===== src/rtl/lmp_pkg.sv =====
package lmp_pkg;

    localparam int PKT_W   = 32;
    localparam int CHAN_W  = 8;
    localparam int STATE_W = 4;
    localparam logic [7:0] MSG_CODE = 8'h08;

    // Packet layout, MSB first: byte3 reserved, byte2 {kind, 3'b0, state},
    // byte1 message code, byte0 channel.
    typedef struct packed {
        logic [7:0]         rsvd;
        logic               is_req;
        logic [2:0]         zero;
        logic [STATE_W-1:0] state;
        logic [7:0]         code;
        logic [CHAN_W-1:0]  chan;
    } lmp_pkt_t;

    typedef struct packed {
        logic               good;
        logic               bad;
        logic               is_req;
        logic [CHAN_W-1:0]  chan;
        logic [STATE_W-1:0] state;
    } lmp_rx_dec_t;

    function automatic lmp_pkt_t lmp_build(input logic is_req,
                                           input logic [CHAN_W-1:0] chan,
                                           input logic [STATE_W-1:0] state);
        lmp_pkt_t p;
        p.rsvd   = '0;
        p.is_req = is_req;
        p.zero   = '0;
        p.state  = state;
        p.code   = MSG_CODE;
        p.chan   = chan;
        return p;
    endfunction

endpackage


===== src/rtl/lmp_tx_framer.sv =====
module lmp_tx_framer
    import lmp_pkg::*;
#(
    parameter int FLIT_W = 528,
    parameter int COPIES = 4
) (
    input  logic                clk,
    input  logic                rst,
    input  logic                fire,
    input  logic                is_req,
    input  logic [CHAN_W-1:0]   chan,
    input  logic [STATE_W-1:0]  state,
    output logic                flit_valid,
    output logic [FLIT_W-1:0]   flit
);
    localparam int FILL_W = COPIES * PKT_W;

    lmp_pkt_t            pkt;
    logic [FLIT_W-1:0]   next_flit;

    assign pkt = lmp_build(is_req, chan, state);

    always_comb begin
        next_flit = '0;
        for (int i = 0; i < COPIES; i++) begin
            next_flit[i*PKT_W +: PKT_W] = pkt;
        end
    end

    always_ff @(posedge clk) begin
        if (rst) begin
            flit_valid <= 1'b0;
            flit       <= '0;
        end else begin
            flit_valid <= fire;
            if (fire) begin
                flit <= next_flit;
            end
        end
    end

    initial begin
        if (FILL_W > FLIT_W) $error("copies exceed flit width");
    end
endmodule


===== src/rtl/lmp_rx_checker.sv =====
module lmp_rx_checker
    import lmp_pkg::*;
#(
    parameter int FLIT_W = 528,
    parameter int COPIES = 4
) (
    input  logic                clk,
    input  logic                rst,
    input  logic                flit_valid,
    input  logic [FLIT_W-1:0]   flit,
    output lmp_rx_dec_t         dec,
    output logic                req_valid,
    output logic                sts_valid,
    output logic [CHAN_W-1:0]   chan,
    output logic [STATE_W-1:0]  state,
    output logic                retrain
);
    localparam int FILL_W = COPIES * PKT_W;
    localparam int PAD_W  = FLIT_W - FILL_W;

    lmp_pkt_t           copy0;
    logic [COPIES-1:0]  same;
    logic               pad_bad;
    logic               code_bad;

    assign copy0 = flit[PKT_W-1:0];

    generate
        for (genvar g = 0; g < COPIES; g++) begin : g_cmp
            if (g == 0) begin : g_ref
                assign same[g] = 1'b1;
            end else begin : g_oth
                assign same[g] = (flit[g*PKT_W +: PKT_W] == copy0);
            end
        end
        if (PAD_W > 0) begin : g_pad
            assign pad_bad = |flit[FLIT_W-1:FILL_W];
        end else begin : g_nopad
            assign pad_bad = 1'b0;
        end
    endgenerate

    assign code_bad = (copy0.code != MSG_CODE);

    always_comb begin
        dec.bad    = flit_valid && (!(&same) || code_bad || pad_bad);
        dec.good   = flit_valid && !dec.bad;
        dec.is_req = copy0.is_req;
        dec.chan   = copy0.chan;
        dec.state  = copy0.state;
    end

    always_ff @(posedge clk) begin
        if (rst) begin
            req_valid <= 1'b0;
            sts_valid <= 1'b0;
            chan      <= '0;
            state     <= '0;
            retrain   <= 1'b0;
        end else begin
            req_valid <= dec.good &&  dec.is_req;
            sts_valid <= dec.good && !dec.is_req;
            retrain   <= dec.bad;
            if (dec.good) begin
                chan  <= dec.chan;
                state <= dec.state;
            end
        end
    end
endmodule


===== src/rtl/lmp_pending_track.sv =====
module lmp_pending_track
    import lmp_pkg::*;
(
    input  logic                clk,
    input  logic                rst,
    input  logic                req_fire,
    input  logic [CHAN_W-1:0]   tx_chan,
    input  logic [STATE_W-1:0]  tx_state,
    input  lmp_rx_dec_t         dec,
    output logic                pending
);
    logic [CHAN_W-1:0]  want_chan;
    logic [STATE_W-1:0] want_state;
    logic               hit;

    assign hit = dec.good && !dec.is_req &&
                 (dec.chan == want_chan) && (dec.state == want_state);

    always_ff @(posedge clk) begin
        if (rst) begin
            pending    <= 1'b0;
            want_chan  <= '0;
            want_state <= '0;
        end else if (dec.bad) begin
            pending <= 1'b0;
        end else if (req_fire) begin
            pending    <= 1'b1;
            want_chan  <= tx_chan;
            want_state <= tx_state;
        end else if (pending && hit) begin
            pending <= 1'b0;
        end
    end
endmodule


===== src/rtl/lmp_link_mgr.sv =====
module lmp_link_mgr
    import lmp_pkg::*;
#(
    parameter int FLIT_W = 528,
    parameter int COPIES = 4
) (
    input  logic                clk,
    input  logic                rst,
    input  logic                tx_valid,
    output logic                tx_ready,
    input  logic                tx_is_req,
    input  logic [7:0]          tx_chan,
    input  logic [3:0]          tx_state,
    output logic                tx_flit_valid,
    output logic [FLIT_W-1:0]   tx_flit,
    input  logic                rx_flit_valid,
    input  logic [FLIT_W-1:0]   rx_flit,
    output logic                rx_req_valid,
    output logic                rx_sts_valid,
    output logic [7:0]          rx_chan,
    output logic [3:0]          rx_state,
    output logic                retrain,
    output logic                req_pending
);
    lmp_rx_dec_t dec;
    logic        fire;

    assign tx_ready = !(tx_is_req && req_pending);
    assign fire     = tx_valid && tx_ready;

    lmp_tx_framer #(.FLIT_W(FLIT_W), .COPIES(COPIES)) u_tx (
        .clk(clk), .rst(rst), .fire(fire), .is_req(tx_is_req),
        .chan(tx_chan), .state(tx_state),
        .flit_valid(tx_flit_valid), .flit(tx_flit)
    );

    lmp_rx_checker #(.FLIT_W(FLIT_W), .COPIES(COPIES)) u_rx (
        .clk(clk), .rst(rst), .flit_valid(rx_flit_valid), .flit(rx_flit),
        .dec(dec), .req_valid(rx_req_valid), .sts_valid(rx_sts_valid),
        .chan(rx_chan), .state(rx_state), .retrain(retrain)
    );

    lmp_pending_track u_pend (
        .clk(clk), .rst(rst), .req_fire(fire && tx_is_req),
        .tx_chan(tx_chan), .tx_state(tx_state), .dec(dec),
        .pending(req_pending)
    );
endmodule


===== config.mk =====
export PLATFORM = sky130hd
export DESIGN_NAME = lmp_link_mgr
export DESIGN_NICKNAME = d
export VERILOG_FILES = /design/src/rtl/lmp_pkg.sv /design/src/rtl/lmp_tx_framer.sv /design/src/rtl/lmp_rx_checker.sv /design/src/rtl/lmp_pending_track.sv /design/src/rtl/lmp_link_mgr.sv
export SDC_FILE = /design/constraint.sdc
export NUM_CORES = 1
export LEC_CHECK = 0
export BUFFER_PORTS_ARGS = -buffer_cell sky130_fd_sc_hd__buf_2
export CORE_AREA = 2 2 428 430
export DETAILED_ROUTE_END_ITERATION = 10
export DIE_AREA = 0 0 430 432
export GPL_TIMING_DRIVEN = 0
export PLACE_DENSITY = 0.32
export SYNTH_ARGS = -nofsm -noshare
export SYNTH_HDL_FRONTEND = slang
export SYNTH_SLANG_ARGS = --single-unit

===== constraint.sdc =====
create_clock -name clk -period 2.8 [get_ports clk]
set_clock_uncertainty 0.15 [all_clocks]
set_input_delay 0.14 -clock clk [delete_from_list [all_inputs] [get_ports clk]]
set_output_delay 0.14 -clock clk [all_outputs]
set_load 0.05 [all_outputs]

==> out/qor_table.md <==
| Item | This run |
|:---|:---|
| Result of the run | finished, violations left |
| Failing checks | negative setup slack |
| Xor/xnor cell area share of the yosys netlist | 0.0648 |
| Leakage | 0.00831 uW |
| Drt drc | 0 |
| Prevailing post-synth register cell | sky130_fd_sc_hd__dfxtp_1 |
| Share of cells above drive strength 1 | 0.555 |
| Number of maximum-capacitance constraint violations | 0 |
| Number of rows created at floorplan | 157 |
| Clock root buffer | sky130_fd_sc_hd__clkbuf_16 |
| Logic gate share of total power | 0.702 |
| EDFF count, synth | 0 |
| Post-route ant nets | 0 |
| H-Tree Depth | 2 |
| Die H | 432 um |
| GRT overflow | 0 |
| Arrival time reported for the critical path endpoint | 3.22 ns |
| Setup repair after global routing missed its margin | true |
| Final min period | 3.19 ns |
| Number of vias after detailed routing | 9958 |
| Cell Pwr Density | 271 nW/um2 |
| Combined area of all synthesized cells | 7700 um2 |
| HP Class | in2reg |
| Global routing met1 resource utilization | 0.0664 |
| First-pass GRT wire length | 83800 um |
| Number of top-level design ports | 1091 |
| Placer congestion estimate | 0.885 |
| WS Path Type | in2reg |
| Yosys warnings | 0 |
| Setup total negative slack | -9.53 ns |
| Switching share of power | 0.571 |
| Detailed-routing iteration count for the pre-antenna-repair pass | 6 |
| Worst setup slack before clock tree synthesis | -2.62 ns |
| Clock Power Share | 0.148 |
| Clock-pin slew on the worst setup and hold paths | 0.08 ns |
| Clock Path Buffers | 2 |
| Cts bufs inserted | 5 |
| CTS tree | done |
| Post-synthesis cell type count | 44 |
| Die ar. | 186000 um2 |
| Mean instance size in the synthesized netlist | 7.44 um2 |
| Count of final max-slew check failures | 0 |
| Critical path startpoint category | input port |
| Final-report setup violation count | 28 |
| Internal | 1890 uW |
| Critical path peak fanout | 6 |
| Ys async rst share | 0 |
| Grt met3 use | 0.0205 |
| Count of state elements after synthesis | 43 |
| Detailed router's first-iteration violation count | 356 |
| Portion of the clock cycle consumed by the worst path in the final layout | 1.14 |
| Average wire per standard cell | 15.3 um |
| Part of the power in registers | 0.150 |
| Fraction of the mapped netlist area in adder cells | 0 |
| Die outline width | 430 um |
| Post-route worst setup slack | -0.390 ns |
| Total design power | 4410 uW |
| Leading cell type in the layout, fill and taps excluded | sky130_fd_sc_hd__buf_2 |
| Starting Density | 0.0424 |
| Average via count per standard cell | 2.19 |
| Max-slew headroom at the worst pin | 0.290 |
| Commonest non-fill, non-tap cells in the layout | 614 x sky130_fd_sc_hd__buf_2, 525 x sky130_fd_sc_hd__buf_4, 472 x sky130_fd_sc_hd__conb_1 |
| Combinational family with the most area after synthesis | buffers and inverters |
| Area added between synthesis and finish | 111% |
| Portion of netlist area occupied by mux cells | 0.0156 |
| Switching pwr | 2520 uW |
| Worst Max-Slew Pin Slew | 1.07 ns |
| Number of endpoints with negative hold slack in the final report | 0 |
| Max rail drop VDD | 191 uV |
| Floorplan Core Area | 182000 um2 |
| # clock sinks | 43 |
| Portion of the post-synthesis area used by sequential elements | 0.112 |
| Most used routing layer in global routing | met2 |
| Area fraction in compound gates after synthesis | 0.0544 |
| Number of standard cells after synthesis | 1035 |
| Count of buffers inserted at the top-level ports | 614 |
| Number of antenna violations at the first check in global routing | 50 |
| Synthesized-area fraction occupied by and/or/nand/nor cells | 0.235 |
| Nature of the critical path endpoint | register |
| Clock latency reported for the late side of the worst-skew pair | 0.32 ns |
| Overall routed net length | 69600 um |
| Global-route total usage across every layer | 0.0688 |
| Maximum clock rate | 314 MHz |
| Largest net degree at the start of global routing | 14 |
| Fraction of met2 tracks used by global routing | 0.141 |
| Required time worst endpoint | 2.83 ns |
| Final HPWL DP | 65800 um |
| Count of nets after finishing | 2701 |
| Vias in the first global route | 8511 |
| Fill cell total of the finished layout | 21.4k |
==> metal layers <==
metal	share of wire	up-vias
met1	0.31	4409
met4	0.021	42
li1	-	4889
met3	0.084	101
met2	0.58	517
met5	0.0038	-
==> per-stage QoR <==
| stage | std cells | cell area (um2) | hold slack [ns] | utilization |
|---|---|---|---|---|
| after detailed placement | 4513 | 15600 | 0.274 | 0.0860 |
| after CTS | 4540 | 16200 | 0.00587 | 0.0891 |
| final | 4553 | 16300 | 0.00266 | 0.0896 |
| after floorplan | 1506 | 9470 | 0.126 | - |
| after global routing | 4550 | 16300 | 0.0103 | 0.0896 |
| after global placement | 4505 | 15500 | 0.256 | 0.0854 |
==> power groups by stage <==
stage | sequential (uW) | clock (uW) | combinational [uW]
2_1_floorplan | 718 | 0 | 2250
3_3_place_gp | 678 | 0 | 3020
3_5_place_dp | 679 | 0 | 3030
4_1_cts | 665 | 707 | 3070
5_1_grt | 668 | 711 | 3250
6_report | 663 | 651 | 3100
==> path summary, 6_finish.rpt <==
check | start | end | slack [ns] | depth (start not counted)
worst max-delay path | rx_flit[23] | u_pend.want_chan[3]$_SDFFE_PP0P_ | -0.39 | 11
worst min-delay path | tx_chan[7] | u_tx.flit[103]$_SDFFE_PP0P_ | 0.003 | 3
worst max register to register | u_pend.pending$_SDFFE_PP0P_ | u_pend.want_state[0]$_SDFFE_PP0P_ | 0.42 | 8
worst min register to register | u_rx.chan[0]$_SDFFE_PP0P_ | u_rx.chan[0]$_SDFFE_PP0P_ | 0.31 | 2
==> layout make-up <==
class                      instances  area [um2]  area share
sequential                        43         861      0.0529
clock inverter                     3        15.0    0.000922
clock buffer                       5         125     0.00768
tap                             2385        2980       0.183
buffer                           538        3980       0.244
timing repair buffer             643        3370       0.207
multi-input combinational        918        4890       0.300
inverter                           7        26.3     0.00161
antenna                           11        27.5     0.00169
==> synthesized netlist by cell type, types with 4 or more instances <==
library cell                count  share of area
sky130_fd_sc_hd__inv_1          6         0.0029
sky130_fd_sc_hd__o311ai_0       9          0.010
sky130_fd_sc_hd__nor3b_1       12          0.012
sky130_fd_sc_hd__nor4b_1       13          0.015
sky130_fd_sc_hd__nor2_1         6         0.0029
sky130_fd_sc_hd__a31oi_1       12         0.0097
sky130_fd_sc_hd__nor4_1       112          0.091
sky130_fd_sc_hd__nand4_1       35          0.028
sky130_fd_sc_hd__mux2i_1       12          0.016
sky130_fd_sc_hd__nor3_1        13         0.0084
sky130_fd_sc_hd__a2111oi_0      4         0.0045
sky130_fd_sc_hd__or3_1          8         0.0065
sky130_fd_sc_hd__xor2_1        27          0.031
sky130_fd_sc_hd__buf_4        515           0.50
sky130_fd_sc_hd__xnor2_1       30          0.034
sky130_fd_sc_hd__and3_1         9         0.0073
sky130_fd_sc_hd__dfxtp_1       43           0.11
sky130_fd_sc_hd__nand3_1       23          0.015
sky130_fd_sc_hd__clkbuf_1      20         0.0097
sky130_fd_sc_hd__a21oi_1       16          0.010
sky130_fd_sc_hd__nand2_1       74          0.036
==> kinds of logic after synthesis <==
group	after synthesis
XOR/XNOR	57
AND/OR/NAND/NOR	316
AO/OA/AOI/OAI	61
other	1
multiplexers	12
buffers and inverters	545
flip-flops	43
==> sequential cells by signal, indices dropped and copies added (netlist names) <==
signal / cells
u_tx.flit: 14
u_pend.want_chan: 8
u_rx.chan: 8
u_pend.want_state: 4
u_rx.state: 4
u_pend.pending: 1
u_rx.req_valid: 1
u_rx.retrain: 1
u_rx.sts_valid: 1
u_tx.flit_valid: 1
==> worst max-delay path, stage by stage <==
cell	delay, ns
sky130_fd_sc_hd__clkbuf_2	0.28
sky130_fd_sc_hd__xnor2_1	0.42
sky130_fd_sc_hd__nand4_1	0.23
sky130_fd_sc_hd__nor4_2	0.79
sky130_fd_sc_hd__nand3_1	0.30
sky130_fd_sc_hd__nor4_4	0.35
sky130_fd_sc_hd__buf_6	0.18
sky130_fd_sc_hd__buf_6	0.11
sky130_fd_sc_hd__and2_4	0.16
sky130_fd_sc_hd__buf_6	0.14
sky130_fd_sc_hd__o311ai_1	0.10
==> what timing repair did <==
item                                    4_1_cts  5_1_grt
pin swaps                                    20        4
buffers inserted                              6        2
cloned                                        2        0
hold buffers                                 11        0
hold endpoints to repair                     11        0
endpoints found under the setup margin       28       28
gates resized for setup                      54        9
(Power assumes the default switching activity.)
